==> config.mk <==
export PLATFORM = sky130hd
export DESIGN_NAME = twi_reg_slave
export DESIGN_NICKNAME = d
export VERILOG_FILES = /design/src/rtl/twi_pkg.sv /design/src/rtl/twi_pin_sync.sv /design/src/rtl/twi_cond_detect.sv /design/src/rtl/twi_reg_slave.sv
export SDC_FILE = /design/constraint.sdc
export NUM_CORES = 1
export LEC_CHECK = 0
export BUFFER_PORTS_ARGS = -buffer_cell sky130_fd_sc_hd__buf_2
export CORE_MARGIN = 5
export CORE_UTILIZATION = 35
export CTS_CLUSTER_DIAMETER = 200
export DETAILED_ROUTE_END_ITERATION = 16
export HOLD_SLACK_MARGIN = 0.02
export RECOVER_POWER = 50
export SLEW_MARGIN = 10
export SYNTH_ARGS = -nofsm -noshare
export SYNTH_HDL_FRONTEND = slang
export SYNTH_SLANG_ARGS = --single-unit
==> constraint.sdc <==
create_clock -name clk -period 1.65 [get_ports clk]
set_input_delay 0.33 -clock clk [delete_from_list [all_inputs] [get_ports clk]]
set_output_delay 0.33 -clock clk [all_outputs]
set_load 0.005 [all_outputs]
==> src/rtl/twi_pkg.sv <==
package twi_pkg;

    typedef enum logic [3:0] {
        ST_IDLE,
        ST_DEV,
        ST_DEV_ACK,
        ST_PTR,
        ST_PTR_ACK,
        ST_WDAT,
        ST_WDAT_ACK,
        ST_TX,
        ST_TX_ACK
    } twi_state_e;

endpackage

==> src/rtl/twi_pin_sync.sv <==
module twi_pin_sync #(
    parameter int WIDTH  = 2,
    parameter int STAGES = 2
) (
    input  logic             clk,
    input  logic             rst_n,
    input  logic [WIDTH-1:0] din,
    output logic [WIDTH-1:0] dout
);

    for (genvar g = 0; g < WIDTH; g++) begin : g_bit
        logic [STAGES-1:0] chain;
        always_ff @(posedge clk or negedge rst_n) begin
            if (!rst_n) chain <= '1;
            else        chain <= {chain[STAGES-2:0], din[g]};
        end
        assign dout[g] = chain[STAGES-1];
    end

endmodule

==> src/rtl/twi_cond_detect.sv <==
module twi_cond_detect (
    input  logic clk,
    input  logic rst_n,
    input  logic scl_s,
    input  logic sda_s,
    output logic start,
    output logic stop,
    output logic scl_rise,
    output logic scl_fall
);

    logic scl_q;
    logic sda_q;

    always_ff @(posedge clk or negedge rst_n) begin
        if (!rst_n) begin
            scl_q <= 1'b1;
            sda_q <= 1'b1;
        end else begin
            scl_q <= scl_s;
            sda_q <= sda_s;
        end
    end

    assign start    = scl_q & scl_s & sda_q & ~sda_s;
    assign stop     = scl_q & scl_s & ~sda_q & sda_s;
    assign scl_rise = ~scl_q & scl_s;
    assign scl_fall = scl_q & ~scl_s;

endmodule

==> src/rtl/twi_reg_slave.sv <==
module twi_reg_slave
    import twi_pkg::*;
#(
    parameter int          DATA_W      = 8,
    parameter int          SYNC_STAGES = 2,
    parameter logic [6:0]  DEV_CODE_LO = 7'h55,
    parameter logic [6:0]  DEV_CODE_HI = 7'h33
) (
    input  logic              clk,
    input  logic              rst_n,
    input  logic              addr_sel,
    input  logic              scl_i,
    input  logic              sda_i,
    output logic              sda_oe,
    output logic              reg_we,
    output logic [DATA_W-1:0] reg_addr,
    output logic [DATA_W-1:0] reg_wdata,
    input  logic [DATA_W-1:0] reg_rdata
);

    localparam int DEV_W = DATA_W - 1;
    localparam int CNT_W = $clog2(DATA_W + 1);

    logic             scl_s, sda_s;
    logic             start, stop, scl_rise, scl_fall;
    twi_state_e       state_q, state_d;
    logic [CNT_W-1:0] bitcnt;
    logic [DATA_W-1:0] shreg, ptr_q;
    logic             rw_q, sel_q, cap_q;
    logic             byte_full, addr_hit;
    logic [DEV_W-1:0] dev_code;

    twi_pin_sync #(.WIDTH(2), .STAGES(SYNC_STAGES)) u_sync (
        .clk  (clk),
        .rst_n(rst_n),
        .din  ({scl_i, sda_i}),
        .dout ({scl_s, sda_s})
    );

    twi_cond_detect u_cond (
        .clk     (clk),
        .rst_n   (rst_n),
        .scl_s   (scl_s),
        .sda_s   (sda_s),
        .start   (start),
        .stop    (stop),
        .scl_rise(scl_rise),
        .scl_fall(scl_fall)
    );

    // strap capture on the first clock after reset
    always_ff @(posedge clk or negedge rst_n) begin
        if (!rst_n) begin
            sel_q <= 1'b0;
            cap_q <= 1'b1;
        end else if (cap_q) begin
            sel_q <= addr_sel;
            cap_q <= 1'b0;
        end
    end

    assign dev_code  = sel_q ? DEV_CODE_HI : DEV_CODE_LO;
    assign byte_full = (bitcnt == CNT_W'(DATA_W));
    assign addr_hit  = (shreg[DATA_W-1:1] == dev_code);

    // state register
    always_ff @(posedge clk or negedge rst_n) begin
        if (!rst_n) state_q <= ST_IDLE;
        else        state_q <= state_d;
    end

    // next state
    always_comb begin
        state_d = state_q;
        if (start) begin
            state_d = ST_DEV;
        end else if (stop) begin
            state_d = ST_IDLE;
        end else if (scl_fall) begin
            unique case (state_q)
                ST_IDLE:     state_d = ST_IDLE;
                ST_DEV:      if (byte_full) state_d = addr_hit ? ST_DEV_ACK : ST_IDLE;
                ST_DEV_ACK:  state_d = rw_q ? ST_TX : ST_PTR;
                ST_PTR:      if (byte_full) state_d = ST_PTR_ACK;
                ST_PTR_ACK:  state_d = ST_WDAT;
                ST_WDAT:     if (byte_full) state_d = ST_WDAT_ACK;
                ST_WDAT_ACK: state_d = ST_IDLE;
                ST_TX:       if (byte_full) state_d = ST_TX_ACK;
                ST_TX_ACK:   state_d = ST_IDLE;
                default:     state_d = ST_IDLE;
            endcase
        end
    end

    // datapath and outputs
    always_ff @(posedge clk or negedge rst_n) begin
        if (!rst_n) begin
            bitcnt <= '0;
            shreg  <= '0;
            ptr_q  <= '0;
            rw_q   <= 1'b0;
            sda_oe <= 1'b0;
            reg_we <= 1'b0;
        end else begin
            reg_we <= 1'b0;
            if (start || stop) begin
                bitcnt <= '0;
                sda_oe <= 1'b0;
            end else begin
                unique case (state_q)
                    ST_DEV, ST_PTR, ST_WDAT: begin
                        if (scl_rise && !byte_full) begin
                            shreg  <= {shreg[DATA_W-2:0], sda_s};
                            bitcnt <= bitcnt + 1'b1;
                        end else if (scl_fall && byte_full) begin
                            bitcnt <= '0;
                            sda_oe <= (state_q != ST_DEV) || addr_hit;
                            if (state_q == ST_DEV) rw_q  <= shreg[0];
                            if (state_q == ST_PTR) ptr_q <= shreg;
                        end
                    end
                    ST_DEV_ACK: begin
                        if (scl_fall) begin
                            if (rw_q) begin
                                shreg  <= reg_rdata;
                                sda_oe <= ~reg_rdata[DATA_W-1];
                            end else begin
                                sda_oe <= 1'b0;
                            end
                        end
                    end
                    ST_PTR_ACK: if (scl_fall) sda_oe <= 1'b0;
                    ST_WDAT_ACK: begin
                        if (scl_fall) begin
                            sda_oe <= 1'b0;
                            reg_we <= 1'b1;
                        end
                    end
                    ST_TX: begin
                        if (scl_rise) begin
                            bitcnt <= bitcnt + 1'b1;
                        end else if (scl_fall) begin
                            if (byte_full) begin
                                bitcnt <= '0;
                                sda_oe <= 1'b0;
                            end else begin
                                shreg  <= {shreg[DATA_W-2:0], 1'b0};
                                sda_oe <= ~shreg[DATA_W-2];
                            end
                        end
                    end
                    ST_IDLE, ST_TX_ACK: sda_oe <= 1'b0;
                    default: sda_oe <= 1'b0;
                endcase
            end
        end
    end

    assign reg_addr  = ptr_q;
    assign reg_wdata = shreg;

endmodule


==> metrics.yaml <==
status: "finished, violations left"
violations: "negative setup slack"
worstMarginPinSlew_ns: 0.886
fillers: 437
diodes: 0
yosysUniqueCellTypes: 50
critPathTopFamily: "flip-flops"
track_usage_pct: 14.5
ys_seq_area_share_pct: 47.0
grt_pass1_vias: 1630
vias: 1655
die_area_um2: 6940
min_delay_path_depth: 1
cts_root_buf: "clkbuf_8"
synthArstFlopShare_pct: 100
syn_area_um2: 1880
dpl.hpwl_mm: 3.30
setup_ws_ns: -0.165
grt_pass1_wl_mm: 8.22
tns_ns: -2.70
timing.final.hold_violations: 0
drc: 0
clkTransAtPathRegs_ns: 0.08
fin_crit_sh_pct: 110
crit_arrival_ns: 2.00
ys_seq_elements: 35
cp_num_buf_inv: 2
cts_tree: "yes"
yosys-top-cells-area: "dfrtp_1, dfstp_2, mux2_2"
drv_slew: 0
fp-row-count: 26
clk_latency_ns: 0.29
drive_gt1_share_pct: 56.1
yosysMostFrequentCell: "dfrtp_1"
finalCoreUtilization_pct: 53.6
rsz0062_at_grt: "true"
hp-class: "in -> reg"
gp_congestion: 0.890
wl_per_cell_um: 15.0
initial_utilization_pct: 36.4
drt-total-wl_mm: 4.89
grt_max_degree: 18
finalCriticalPeriod_ns: 1.81
maxSlewHeadroom_pct: 41.0
leakage_uw: 0.00127
cts.htree.levels: 2
cp_max_fo: 8
synth_enable_flop_cells: 0
cts_made_buffers: 5
cp-start-kind: "flop"
design.portCount: 31
antenna_found_initial: 0
netlist_instances: 181
yosys.area.top_type: "dfrtp_1"
ys_dominant_reg_cell: "dfrtp_1"
firstDrtPassIters: 4
path_cells: "ha_4 -> a21bo_4 -> a21oi_2 -> o211ai_1 -> buf_4 -> clkbuf_16 -> nand2_2 -> o21ai_2"
fp.dieW_um: 83.3
first_iter_violations: 122
path_class: "reg -> reg"
clock_skew_ns: 0.0108
slowest_delay_ns: 0.64
synth_area_per_cell_um2: 10.4
final_nets: 272
cpMaxStageDelayCell: "dfstp_1"
area_growth_pct: 47.5
yosys-top-cells-count: "dfrtp_1, nand2_1, o21ai_0"
vias_per_cell: 5.09
ant_nets: 0
cts_sinks: 35
clock_tree.buffer_depth: 2
ys_warn_count: 0
setup_viol: 23
dp_cells: 310
synth_top_area_share_pct: 37.3
numPortBuffers: 30
crit_cells: 8
overflow: 0
drv_cap: 0
clock.fmax_ghz: 0.551
fp.dieH_um: 83.3
coreArea_um2: 5170
p_total_uw: 2440
syn_nets: 199
r2r_cells: 8
endpoint_kind: "flop"
power.density_nw_per_um2: 879
crit_required_ns: 1.84
finalNonFillerCells: 325
ir_worst_vdd_mv: 0.742
flip-flops by register name (all words and copies together) (netlist names):
| signal | cells |
|---|---|
| sda_oe | 1 |
| state_q | 4 |
| u_cond.scl_q | 1 |
| sel_q | 1 |
| reg_addr | 8 |
| bitcnt | 4 |
| u_cond.sda_q | 1 |
| reg_we | 1 |
| rw_q | 1 |
| u_sync.g_bit.chain | 4 |
| cap_q | 1 |
| reg_wdata | 8 |
logic make-up (layout without fill, tap and decap cells):
family / after synthesis / after routing / share of synthesized area [%]
xor+xnor: 2 / 2 / 1.33
flops: 35 / 35 / 47.0
mux: 20 / 20 / 11.4
compound gates: 48 / 48 / 16.1
simple gates: 53 / 53 / 16.2
buf+inv: 17 / 91 / 4.32
other cells: 1 / 1 / 0.199
fa+ha+maj: 5 / 5 / 3.33
path summary, 6_finish.rpt:
kind | slack (ns) | to | from
hold / removal | 0.13 | u_sync.g_bit[0].chain[0]$_DFF_PN1_ | sda_i
max in group asynchronous | 0.15 | u_sync.g_bit[1].chain[1]$_DFF_PN1_ | rst_n
min in group asynchronous | 0.67 | bitcnt[2]$_DFFE_PN0P_ | rst_n
setup / recovery | -0.16 | reg_wdata[3]$_DFFE_PN0P_ | u_sync.g_bit[1].chain[1]$_DFF_PN1_
hold reg to reg | 0.36 | u_sync.g_bit[0].chain[1]$_DFF_PN1_ | u_sync.g_bit[0].chain[0]$_DFF_PN1_
setup reg to reg | -0.16 | reg_wdata[3]$_DFFE_PN0P_ | u_sync.g_bit[1].chain[1]$_DFF_PN1_
final cells by class:
cell class	count	area [µm²]	share of cell area, %
Multi-Input combinational cell	129	1130	40.9
Sequential cell	35	885	31.9
Timing Repair Buffer	73	532	19.2
Tap cell	70	87.6	3.16
Clock buffer	6	82.6	2.98
Inverter	10	37.5	1.35
Clock inverter	2	16.3	0.586
power by group:
part	internal, µW	switching, µW
registers	972	151
clock network	341	330
logic	342	303
per-layer routing:
layer	wire (µm)	global-route usage (%)
met1	2110	19.0
met2	2380	22.7
met3	302	4.75
met4	87	4.61
met5	0	0
timing repair:
| item | in CTS | in global routing |
|---|---|---|
| pin swaps | 7 | 18 |
| hold buffers | 1 | 0 |
| gates cloned | 1 | 0 |
| setup endpoints to repair | 23 | 24 |
| gates resized for setup | 32 | 38 |
| buffers inserted | 2 | 4 |
| endpoints found under the hold margin | 9 | 0 |
cells in the final DEF, fill, tap and decap left out, types with 5 or more instances in the layout:
| cell type | instances |
|---|---|
| nand2_4 | 5 |
| mux2_4 | 5 |
| nand2_1 | 10 |
| mux2_2 | 7 |
| inv_1 | 6 |
| o21ai_2 | 7 |
| mux2i_1 | 8 |
| buf_4 | 34 |
| o21ai_1 | 6 |
| clkbuf_8 | 6 |
| nor2_1 | 9 |
| a21oi_1 | 7 |
| buf_2 | 29 |
| dfrtp_1 | 28 |
| a21oi_2 | 6 |
| o21ai_0 | 5 |
metrics by stage:
| stage | hold WS, ns | area [µm²] | setup WS [ns] |
|---|---|---|---|
| after detailed placement | 0.277 | 2380 | -0.142 |
| after floorplan | 0.0344 | 1890 | -0.160 |
| after CTS | 0.129 | 2630 | -0.114 |
| final | 0.133 | 2770 | -0.165 |
| after global placement | 0.272 | 2380 | -0.122 |
| after global routing | 0.126 | 2770 | -0.248 |
(Power assumes the default switching activity.)
